==> src/rtl/trapu_pkg.sv <==
package trapu_pkg;
  localparam int NCLS      = 6;
  localparam int TTW       = 9;
  localparam int SLOT_BITS = 5;   // eight 4-byte instructions per handler
  localparam int CIW       = $clog2(NCLS);

  typedef enum logic [CIW-1:0] {
    CL_RESET = 3'd0,
    CL_AERR  = 3'd1,
    CL_EXEC  = 3'd2,
    CL_LDST  = 3'd3,
    CL_FETCH = 3'd4,
    CL_SOFT  = 3'd5
  } trap_class_e;

  // classes that arrive independent of the pipeline and must be held
  localparam logic [NCLS-1:0] HELD_CLASSES = 6'b100011;
  // synchronous exceptions that also drain the load/store side
  localparam logic [NCLS-1:0] LSU_CLASSES  = 6'b011100;
  // classes whose context is not preserved on entry
  localparam logic [NCLS-1:0] NOSAVE_CLASSES = 6'b000001;
endpackage

==> src/rtl/trapu_arbiter.sv <==
module trapu_arbiter
  import trapu_pkg::*;
#(
  parameter logic [NCLS-1:0] HOLD_MASK = HELD_CLASSES
) (
  input  logic                      clk,
  input  logic                      rst_n,
  input  logic [NCLS-1:0]           req_i,
  input  logic [NCLS-1:0][TTW-1:0]  type_i,
  output logic                      win_valid_o,
  output logic [CIW-1:0]            win_idx_o,
  output logic [TTW-1:0]            win_type_o
);
  logic [NCLS-1:0]          eff_req;
  logic [NCLS-1:0][TTW-1:0] eff_type;

  for (genvar g = 0; g < NCLS; g++) begin : g_cls
    if (HOLD_MASK[g]) begin : g_held
      logic           pend_q;
      logic [TTW-1:0] typ_q;
      logic           taken;
      assign taken = win_valid_o && (win_idx_o == CIW'(g));
      always_ff @(posedge clk) begin
        if (!rst_n) begin
          pend_q <= 1'b0;
          typ_q  <= '0;
        end else begin
          pend_q <= (pend_q | req_i[g]) & ~taken;
          if (req_i[g]) typ_q <= type_i[g];
        end
      end
      assign eff_req[g]  = req_i[g] | pend_q;
      assign eff_type[g] = req_i[g] ? type_i[g] : typ_q;
    end else begin : g_live
      assign eff_req[g]  = req_i[g];
      assign eff_type[g] = type_i[g];
    end
  end

  always_comb begin
    win_idx_o = '0;
    for (int k = NCLS - 1; k >= 0; k--) begin
      if (eff_req[k]) win_idx_o = CIW'(k);
    end
  end

  assign win_valid_o = |eff_req;
  assign win_type_o  = eff_type[win_idx_o];
endmodule

==> src/rtl/trapu_stack.sv <==
module trapu_stack #(
  parameter int DEPTH = 6,
  parameter int PCW   = 64,
  parameter int SW    = 8,
  parameter int IW    = 3
) (
  input  logic           clk,
  input  logic           push_i,
  input  logic [IW-1:0]  wr_idx_i,
  input  logic [PCW-1:0] wr_pc_i,
  input  logic [PCW-1:0] wr_npc_i,
  input  logic [SW-1:0]  wr_state_i,
  input  logic [IW-1:0]  rd_idx_i,
  output logic [PCW-1:0] rd_pc_o,
  output logic [PCW-1:0] rd_npc_o,
  output logic [SW-1:0]  rd_state_o
);
  logic [PCW-1:0] pc_mem    [DEPTH];
  logic [PCW-1:0] npc_mem   [DEPTH];
  logic [SW-1:0]  state_mem [DEPTH];

  for (genvar e = 0; e < DEPTH; e++) begin : g_ent
    always_ff @(posedge clk) begin
      if (push_i && (wr_idx_i == IW'(e))) begin
        pc_mem[e]    <= wr_pc_i;
        npc_mem[e]   <= wr_npc_i;
        state_mem[e] <= wr_state_i;
      end
    end
  end

  always_comb begin
    rd_pc_o    = '0;
    rd_npc_o   = '0;
    rd_state_o = '0;
    for (int e = 0; e < DEPTH; e++) begin
      if (rd_idx_i == IW'(e)) begin
        rd_pc_o    = pc_mem[e];
        rd_npc_o   = npc_mem[e];
        rd_state_o = state_mem[e];
      end
    end
  end
endmodule

==> src/rtl/trap_unit.sv <==
module trap_unit
  import trapu_pkg::*;
#(
  parameter int PCW    = 64,
  parameter int SW     = 8,
  parameter int MAX_TL = 6,
  localparam int TLW   = $clog2(MAX_TL + 1)
) (
  input  logic                      clk,
  input  logic                      rst_n,
  input  logic [NCLS-1:0]           trap_req_i,
  input  logic [NCLS-1:0][TTW-1:0]  trap_type_i,
  input  logic [PCW-1:0]            cur_pc_i,
  input  logic [PCW-1:0]            cur_npc_i,
  input  logic [SW-1:0]             cur_state_i,
  input  logic                      done_i,
  input  logic                      retry_i,
  input  logic                      tba_wr_i,
  input  logic [PCW-1:0]            tba_wdata_i,
  output logic                      flush_o,
  output logic                      lsu_flush_o,
  output logic                      redir_valid_o,
  output logic [PCW-1:0]            redir_pc_o,
  output logic                      restore_valid_o,
  output logic [SW-1:0]             restore_state_o,
  output logic [TLW-1:0]            tl_o,
  output logic                      error_state_o
);
  localparam int TBA_LSB = TTW + 1 + SLOT_BITS;

  logic                 win_valid;
  logic [CIW-1:0]       win_idx;
  logic [TTW-1:0]       win_type;
  logic [TLW-1:0]       tl_q;
  logic [PCW-1:0]       tba_q;
  logic                 at_max;
  logic                 push;
  logic                 ret_req;
  logic                 nosave;
  logic [PCW-1:0]       vec_addr;
  logic [PCW-1:0]       sv_pc, sv_npc;
  logic [SW-1:0]        sv_state;
  logic [PCW-1:0]       rd_pc, rd_npc;
  logic [SW-1:0]        rd_state;

  trapu_arbiter #(.HOLD_MASK(HELD_CLASSES)) u_arb (
    .clk         (clk),
    .rst_n       (rst_n),
    .req_i       (trap_req_i),
    .type_i      (trap_type_i),
    .win_valid_o (win_valid),
    .win_idx_o   (win_idx),
    .win_type_o  (win_type)
  );

  assign at_max   = (tl_q >= TLW'(MAX_TL));
  assign push     = win_valid && !at_max;
  assign ret_req  = !win_valid && (done_i || retry_i) && (tl_q != '0);
  assign nosave   = NOSAVE_CLASSES[win_idx];
  assign sv_pc    = nosave ? '0 : cur_pc_i;
  assign sv_npc   = nosave ? '0 : cur_npc_i;
  assign sv_state = nosave ? '0 : cur_state_i;
  assign vec_addr = {tba_q[PCW-1:TBA_LSB], (tl_q != '0), win_type, SLOT_BITS'(0)};

  trapu_stack #(.DEPTH(MAX_TL), .PCW(PCW), .SW(SW), .IW(TLW)) u_stk (
    .clk        (clk),
    .push_i     (push),
    .wr_idx_i   (tl_q),
    .wr_pc_i    (sv_pc),
    .wr_npc_i   (sv_npc),
    .wr_state_i (sv_state),
    .rd_idx_i   (tl_q - 1'b1),
    .rd_pc_o    (rd_pc),
    .rd_npc_o   (rd_npc),
    .rd_state_o (rd_state)
  );

  always_ff @(posedge clk) begin
    if (!rst_n) begin
      tl_q            <= '0;
      tba_q           <= '0;
      flush_o         <= 1'b0;
      lsu_flush_o     <= 1'b0;
      redir_valid_o   <= 1'b0;
      redir_pc_o      <= '0;
      restore_valid_o <= 1'b0;
      restore_state_o <= '0;
      error_state_o   <= 1'b0;
    end else begin
      flush_o         <= 1'b0;
      lsu_flush_o     <= 1'b0;
      redir_valid_o   <= 1'b0;
      restore_valid_o <= 1'b0;
      if (tba_wr_i) tba_q <= {tba_wdata_i[PCW-1:TBA_LSB], TBA_LSB'(0)};
      if (win_valid) begin
        flush_o     <= 1'b1;
        lsu_flush_o <= LSU_CLASSES[win_idx];
        if (push) begin
          tl_q          <= tl_q + 1'b1;
          redir_valid_o <= 1'b1;
          redir_pc_o    <= vec_addr;
        end else begin
          error_state_o <= 1'b1;
        end
      end else if (ret_req) begin
        tl_q            <= tl_q - 1'b1;
        redir_valid_o   <= 1'b1;
        redir_pc_o      <= done_i ? rd_npc : rd_pc;
        restore_valid_o <= 1'b1;
        restore_state_o <= rd_state;
      end
    end
  end

  assign tl_o = tl_q;
endmodule

==> config.mk <==
export PLATFORM = sky130hd
export DESIGN_NAME = trap_unit
export DESIGN_NICKNAME = d
export VERILOG_FILES = /design/src/rtl/trapu_pkg.sv /design/src/rtl/trapu_arbiter.sv /design/src/rtl/trapu_stack.sv /design/src/rtl/trap_unit.sv
export SDC_FILE = /design/constraint.sdc
export NUM_CORES = 1
export LEC_CHECK = 0
export ABC_AREA = 0
export ABC_CLOCK_PERIOD_IN_PS = 7600
export BUFFER_PORTS_ARGS = -buffer_cell sky130_fd_sc_hd__buf_2
export CORE_MARGIN = 2
export CORE_UTILIZATION = 45
export CTS_CLUSTER_SIZE = 30
export DETAILED_ROUTE_END_ITERATION = 16
export HOLD_SLACK_MARGIN = 0.02
export PLACE_DENSITY_LB_ADDON = 0.2
export SETUP_SLACK_MARGIN = 0.15
export SLEW_MARGIN = 30
export SYNTH_ARGS = -nofsm -noshare
export SYNTH_HDL_FRONTEND = slang
export SYNTH_SLANG_ARGS = --single-unit
export TNS_END_PERCENT = 1
==> constraint.sdc <==
create_clock -name clk -period 7.6 [get_ports clk]
set_input_delay 0 -clock clk [delete_from_list [all_inputs] [get_ports clk]]
set_output_delay 0 -clock clk [all_outputs]
set_load 0.03 [all_outputs]
==> out/qor.txt, run 1 <==
outcome = complete, no violations
maximum vdd ir drop = 0.000215 V
Tot Pwr = 13.9 mW
clock sinks = 975
Clk pin slew, worst setup/hold paths = 0.06 ns
post-DP HPWL = 61800 um
flops & latches, synth = 975
Hold WC Path Type = in -> reg
leakage power = 17.4 nW
layout cells sized above 1 = 14.7%
CP endpoint kind = register
Layout Utilization = 55.4%
initial antenna violation count = 6
largest net degree at the start of global routing = 209
GPL Wtd Cong = 0.789
Clock Power Share = 36.4%
Gate power share = 16.8%
row count = 109
clock skew = 0.0265 ns
Post-synth EDFFs = 816
R2R Setup Slk = 2.99 ns
pwr dens = 285 mW/mm2
fmax = 217 MHz
post-CTS setup buffer count = 0
post-layout instance area = 0.0488 mm2
crit-path cells = inv_1, ha_4, buf_12, nand2_2, o21ai_0, nor3_1, or4_1, dlygate4sd3_1
Switch Pwr = 3.86 mW
drt drc = 0
core footprint = 0.0881 mm2
Data required, critical path = 8.15 ns
part of the Yosys area used for sequential elements = 69.3%
I/O Pins = 345
Data arrival, critical path = 5.15 ns
vias per cell = 5.61
Hold Slack = 0.0529 ns
final WL = 116000 um
Worst Setup Start Kind = register
GRT Total Usage = 24.8%
initial DRC count = 2549
Die ar. = 0.0911 mm2
Skew-Pair Late Insertion Delay = 0.66 ns
# hold bufs at CTS = 282
Post-synth top flop = edfxtp_1
period utilization = 60.6%
wire per inst = 23.0 um
Syn Area/Cell = 12.1 um2
min cycle time layout = 4.61 ns
max cap viols = 0
number of CTS-inserted buffers = 102
worst-path maximum fanout = 208
H-tree lvl count = 3
Crit-path slowest cell = ha_4
via count = 28300
net count after synthesis = 3567
Post-Syn Instances = 3295
RSZ-0062 raised after global routing = no
number of global-route vias before repair = 27000
critical path class = reg -> reg
count of cell types in the netlist = 60
register share of total power = 46.9%
Sw Share = 27.8%
Antenna Violating Nets Remaining = 0
Async SR Flop Fraction = 0%
Port Buffers = 329
Initial Utilization = 45.3%
first-pass GRT wire length = 169000 um
Filler cells = 7248
Syn Std Cell Area = 0.0399 mm2
Max-slew headroom = 26.1%
Fin Setup TNS = 0 ns
final hold viol count = 0
first drt pass iteration count = 6
Post-layout nets = 4058
Max Buffers Root-to-Sink = 3
total number of yosys warnings = 0
number of gates resized after cts = 0
die width = 302 um
total grt overflow = 0
endpoints failing setup = 0
Largest stage delay, worst path = 0.69 ns
Slew @ Worst Pin = 1.11 ns
Buffers & Inverters on Critical Path = 3
Top delay family on crit path = buffers and inverters
Synth-to-Final Area Change = 22.2%
Final Max Tran Viols = 0
Internal Power = 10.0 mW
Clk Tree Root Cell = clkbuf_16
CTS tree = yes
Die Height = 302 um
placed cell areas = 0.0425 mm2
[flip-flops by register name, indices dropped and copies added, names as in the netlist]
| name | flops |
|---|---|
| u_stk.state_mem | 48 |
| u_arb.g_cls.g_held.pend_q | 3 |
| flush_o | 1 |
| tba_q | 49 |
| restore_state_o | 8 |
| u_stk.pc_mem | 384 |
| tl_o | 3 |
| error_state_o | 1 |
| redir_valid_o | 1 |
| u_arb.g_cls.g_held.typ_q | 27 |
| lsu_flush_o | 1 |
| redir_pc_o | 64 |
| u_stk.npc_mem | 384 |
| restore_valid_o | 1 |
[stage by stage]
step                setup slack [ns]  std cells
floorplan                       2.00       3295
global placement                3.33       4564
detailed placement              3.22       4564
CTS                             3.10       5040
global route                    2.83       5045
finish                          2.99       5045
[worst reg2reg max path, delay by kind of cell, from the launching register on]
kind	cells	cell delay, ns
and+or+nand+nor	3	1.66
buffers and inverters	3	1.41
adders and majority gates	1	0.70
DFF	1	0.40
AOI/OAI and AO/OA	1	0.33
[layout make-up]
cell class | instances | area, um2 | share of cell area [%]
Tap cell | 1165 | 1460 | 2.99
Clock buffer | 130 | 2750 | 5.63
Multi-Input combinational cell | 1971 | 11000 | 22.6
Antenna cell | 4 | 10.0 | 0.0205
Timing Repair Buffer | 652 | 4880 | 10.0
Inverter | 84 | 320 | 0.656
Clock inverter | 64 | 669 | 1.37
Sequential cell | 975 | 27700 | 56.7
[final timing paths]
| kind | start | to | depth (start not counted) |
|---|---|---|---|
| setup / recovery | tl_o[0] | redir_pc_o[13] | 8 |
| hold / removal | trap_req_i[0] | u_arb.g_cls[1].g_held.pend_q | 4 |
| setup reg to reg | tl_o[0] | redir_pc_o[13] | 8 |
| hold reg to reg | redir_pc_o[39] | redir_pc_o[39] | 2 |
[power by group through the flow]
stage | logic (mW) | clock network, mW | registers, mW
finish | 2.33 | 5.06 | 6.51
CTS | 2.34 | 5.12 | 6.51
detailed placement | 2.21 | 0 | 6.62
global route | 2.55 | 5.34 | 6.55
floorplan | 1.37 | 0 | 6.69
global placement | 2.19 | 0 | 6.61
[Yosys cell counts (2+ instances only)]
| cell | count | share of area [%] |
|---|---|---|
| nand3b_1 | 6 | 0.11 |
| o2111ai_1 | 3 | 0.066 |
| nor3_2 | 2 | 0.050 |
| a32o_1 | 6 | 0.15 |
| nand2_2 | 2 | 0.031 |
| a221oi_1 | 128 | 2.8 |
| o32ai_1 | 5 | 0.11 |
| o31ai_1 | 23 | 0.43 |
| o21ai_0 | 319 | 4.0 |
| nand2_1 | 462 | 4.3 |
| inv_1 | 83 | 0.78 |
| buf_1 | 24 | 0.23 |
| ha_1 | 7 | 0.22 |
| edfxtp_1 | 816 | 61 |
| and3_1 | 9 | 0.14 |
| a211o_1 | 6 | 0.13 |
| nand2b_1 | 4 | 0.063 |
| or4_1 | 2 | 0.038 |
| and2_1 | 144 | 2.3 |
| a22oi_1 | 19 | 0.36 |
| nor3_1 | 41 | 0.51 |
| o211ai_1 | 10 | 0.19 |
| mux2i_1 | 79 | 2.0 |
| o221ai_1 | 50 | 1.1 |
| nor2_1 | 229 | 2.2 |
| or2_2 | 3 | 0.047 |
| buf_2 | 30 | 0.38 |
| mux2_2 | 10 | 0.28 |
| nand3_1 | 15 | 0.19 |
| a21oi_1 | 295 | 3.7 |
| a211oi_1 | 35 | 0.66 |
| nor3b_1 | 4 | 0.075 |
| o21ai_1 | 6 | 0.075 |
| clkbuf_1 | 209 | 2.0 |
| dfxtp_1 | 159 | 8.0 |
| a2111oi_0 | 6 | 0.13 |
| xnor2_1 | 2 | 0.044 |
| a22o_1 | 3 | 0.066 |
| nor2b_1 | 12 | 0.19 |
| a31oi_1 | 7 | 0.11 |
[logic make-up after synthesis]
logic type               Yosys count  share of synthesized area [%]
AO/OA/AOI/OAI                    931                           14.3
buffers and inverters            349                           3.40
flip-flops                       975                           69.3
multiplexers                      89                           2.26
other                              1                        0.00939
AND/OR/NAND/NOR                  939                           10.3
XOR/XNOR                           4                          0.125
adder cells (fa/ha/maj)            7                          0.219
[layout by cell type, fill, tap and decap left out, drive strengths merged, types with 89 or more instances in the layout]
cell / count
a21oi: 295
nand2: 464
buf: 370
a221oi: 128
dfxtp: 159
edfxtp: 816
nor2: 229
clkbuf: 130
o21ai: 325
and2: 146
dlygate4sd3: 282
inv: 89
[routing by layer]
metal | vias up | part of all wire (%) | track usage, % | wire length [um]
met5 | - | 0 | 0 | 0
met4 | 0 | 3.2 | 9.38 | 3770
met3 | 187 | 6.6 | 3.95 | 7700
met2 | 1009 | 48 | 40.6 | 55300
met1 | 14000 | 43 | 33.6 | 49400
li1 | 13100 | - | - | -
Power figures use the tool's default switching activity.
==> run 2, diff against run 1 <==
--- a/config.mk
+++ b/config.mk
@@ -6,7 +6,7 @@
 export NUM_CORES = 1
 export LEC_CHECK = 0
 export ABC_AREA = 0
-export ABC_CLOCK_PERIOD_IN_PS = 7600
+export ABC_CLOCK_PERIOD_IN_PS = 4450
 export BUFFER_PORTS_ARGS = -buffer_cell sky130_fd_sc_hd__buf_2
 export CORE_MARGIN = 2
 export CORE_UTILIZATION = 45
==> constraint.sdc (replaced) <==
create_clock -name clk -period 4.45 [get_ports clk]
set_input_delay 0 -clock clk [delete_from_list [all_inputs] [get_ports clk]]
set_output_delay 0 -clock clk [all_outputs]
set_load 0.03 [all_outputs]
==> run 2 against run 1 <==
  * Non-clock buffer count increased by 43
  * Final area increased by 1.2%
  * Final cell count increased by 0.81%
  * Clock power increased by 70%
  * Fmax increased by 21%
  * Critical path type unchanged
  * Largest power group unchanged
==> out/qor.txt, run 2 (synthesis results as in run 1) <==
Regs by FF count = u_stk.npc_mem (384), u_stk.pc_mem (384), redir_pc_o (64)
Clk pin slew, worst setup/hold paths = 0.06 ns (about the same)
Multi-input gate area = 0.0110 mm2 (about the same)
first-pass GRT wire length = 174000 um (+2.8%)
Slew @ Worst Pin = 0.913 ns (-0.195 ns)
largest net degree at the start of global routing = 130 (-38%)
post-CTS setup buffer count = 0 (unchanged)
number of global-route vias before repair = 27400 (+1.7%)
layout cells sized above 1 = 15.3% (+0.58 points)
RSZ-0062 raised after global routing = no
Final Max Tran Viols = 0 (unchanged)
initial DRC count = 2579 (+1.2%)
Sw Share = 27.6% (-0.17 points)
outcome = complete, no violations
final WL = 119000 um (+2.1%)
min cycle time layout = 3.80 ns (-0.807 ns)
Switch Pwr = 6.59 mW (+71%)
Hold Slack = 0.0837 ns (+0.0308 ns)
max cap viols = 0 (unchanged)
FF/Latch Area = 0.0277 mm2 (unchanged)
placed cell areas = 0.0430 mm2 (+1.2%)
pwr dens = 483 mW/mm2 (+70%)
first drt pass iteration count = 5 (-1)
Clock Power Share = 36.0% (-0.4 points)
wire per inst = 23.3 um (+1.3%)
leakage power = 17.7 nW (+1.6%)
Data required, critical path = 4.99 ns (-3.16 ns)
Synth-to-Final Area Change = 23.7%
Top delay family on crit path = buffers and inverters
total grt overflow = 0 (unchanged)
number of CTS-inserted buffers = 102 (unchanged)
post-DP HPWL = 65700 um (+6.4%)
CP endpoint kind = register
initial antenna violation count = 3 (-3)
Gate power share = 17.4% (+0.6 points)
Antenna Violating Nets Remaining = 0 (unchanged)
CTS tree = yes
number of gates resized after cts = 0 (unchanged)
commonest non-fill, non-tap cell in the layout = edfxtp_1
via count = 28600 (+1.0%)
Largest stage delay, worst path = 0.71 ns (+0.02 ns)
die width = 302 um (unchanged)
H-tree lvl count = 3 (unchanged)
Buffers & Inverters on Critical Path = 3 (unchanged)
maximum vdd ir drop = 0.000299 V (+39%)
most frequent CP cell = nand3_1
critical path class = reg -> reg
clock sinks = 975 (unchanged)
vias per cell = 5.62 (+0.20%)
Crit-path slowest cell = ha_4
GRT Total Usage = 25.5% (+0.63 points)
Post-layout nets = 4101 (+1.1%)
Filler cells = 7275 (+0.37%)
clock skew = 0.0429 ns (+0.0164 ns)
fmax = 263 MHz (+21%)
Fin Setup TNS = 0 ns (unchanged)
Port Buffers = 329 (unchanged)
register share of total power = 46.6% (-0.3 points)
Die Height = 302 um (unchanged)
worst-path maximum fanout = 64 (-69%)
Skew-Pair Late Insertion Delay = 0.67 ns (about the same)
post-layout instance area = 0.0494 mm2 (+1.2%)
Initial Utilization = 45.3% (unchanged)
period utilization = 85.4% (+25 points)
row count = 109 (unchanged)
core footprint = 0.0881 mm2 (unchanged)
Max Buffers Root-to-Sink = 3 (unchanged)
I/O Pins = 345 (unchanged)
final hold viol count = 0 (unchanged)
commonest cells after routing, fill and taps aside = edfxtp_1 (816), nand2_1 (461), buf_2 (327)
GPL Wtd Cong = 0.797 (+1.0%)
Die ar. = 0.0911 mm2 (unchanged)
crit-path cells = inv_1, ha_4, buf_4, a221oi_1, a2111oi_0, a21oi_1, nand3_1, nand3_1, dlygate4sd3_1
Internal Power = 17.3 mW (+72%)
Max-slew headroom = 39.2% (+13 points)
Hold WC Path Type = in -> reg
drt drc = 0 (unchanged)
endpoints failing setup = 0 (unchanged)
# hold bufs at CTS = 297 (+5.3%)
Worst Setup Start Kind = register
Clk Tree Root Cell = clkbuf_16
Data arrival, critical path = 4.34 ns (-0.81 ns)
## run 2: per-stage QoR
step           power, mW  std cells  util [%]  worst slack [ns]
6_report            23.9       5086      56.1             0.650
5_1_grt             24.8       5084      56.1             0.455
4_1_cts             24.0       5083      56.1             0.699
3_5_place_dp        15.2       4593      48.8              1.13
3_3_place_gp        15.2       4593      48.8              1.17
2_1_floorplan       13.8       3295         -             -1.15
## run 2: per-layer routing
layer  GRT usage, %  routed length (um)  share of wire, %
met2           42.3               57000                48
met3           3.80                8060               6.8
met1           35.2               50900                43
met5              0                  10            0.0084
met4           6.91                2670               2.3
## run 2: cell type report
cell class / count / share of cell area [%]
timing repair buffer: 695 / 11.1
sequential: 975 / 56.0
tap: 1165 / 2.95
clock buffer: 138 / 5.73
antenna: 3 / 0.0152
clock inverter: 55 / 1.18
multi-input combinational: 1971 / 22.3
inverter: 84 / 0.643
## run 2: path summary, 6_finish.rpt
path / slack [ns] / depth (start not counted) / endpoint / from
setup / recovery: 0.65 / 9 / redir_pc_o[11] / tl_o[0]
hold / removal: 0.08 / 4 / u_arb.g_cls[1].g_held.pend_q / trap_req_i[0]
setup reg to reg: 0.65 / 9 / redir_pc_o[11] / tl_o[0]
hold reg to reg: 0.45 / 2 / redir_pc_o[22] / redir_pc_o[22]
## run 2: worst reg2reg max path, cell delays in order, from the launching register on
cell and delay, ns:
dfxtp_1 0.39, inv_1 0.25, ha_4 0.71, buf_4 0.60, a221oi_1 0.11, a2111oi_0 0.57
a21oi_1 0.16, nand3_1 0.23, nand3_1 0.09, dlygate4sd3_1 0.56
## run 2: power groups by stage
| stage | Clock (mW) | Combinational, mW | Sequential [mW] |
|---|---|---|---|
| floorplan | 0 | 2.34 | 11.4 |
| global placement | 0 | 3.88 | 11.3 |
| detailed placement | 0 | 3.92 | 11.3 |
| CTS | 8.72 | 4.16 | 11.1 |
| global route | 9.08 | 4.52 | 11.2 |
| finish | 8.59 | 4.15 | 11.1 |
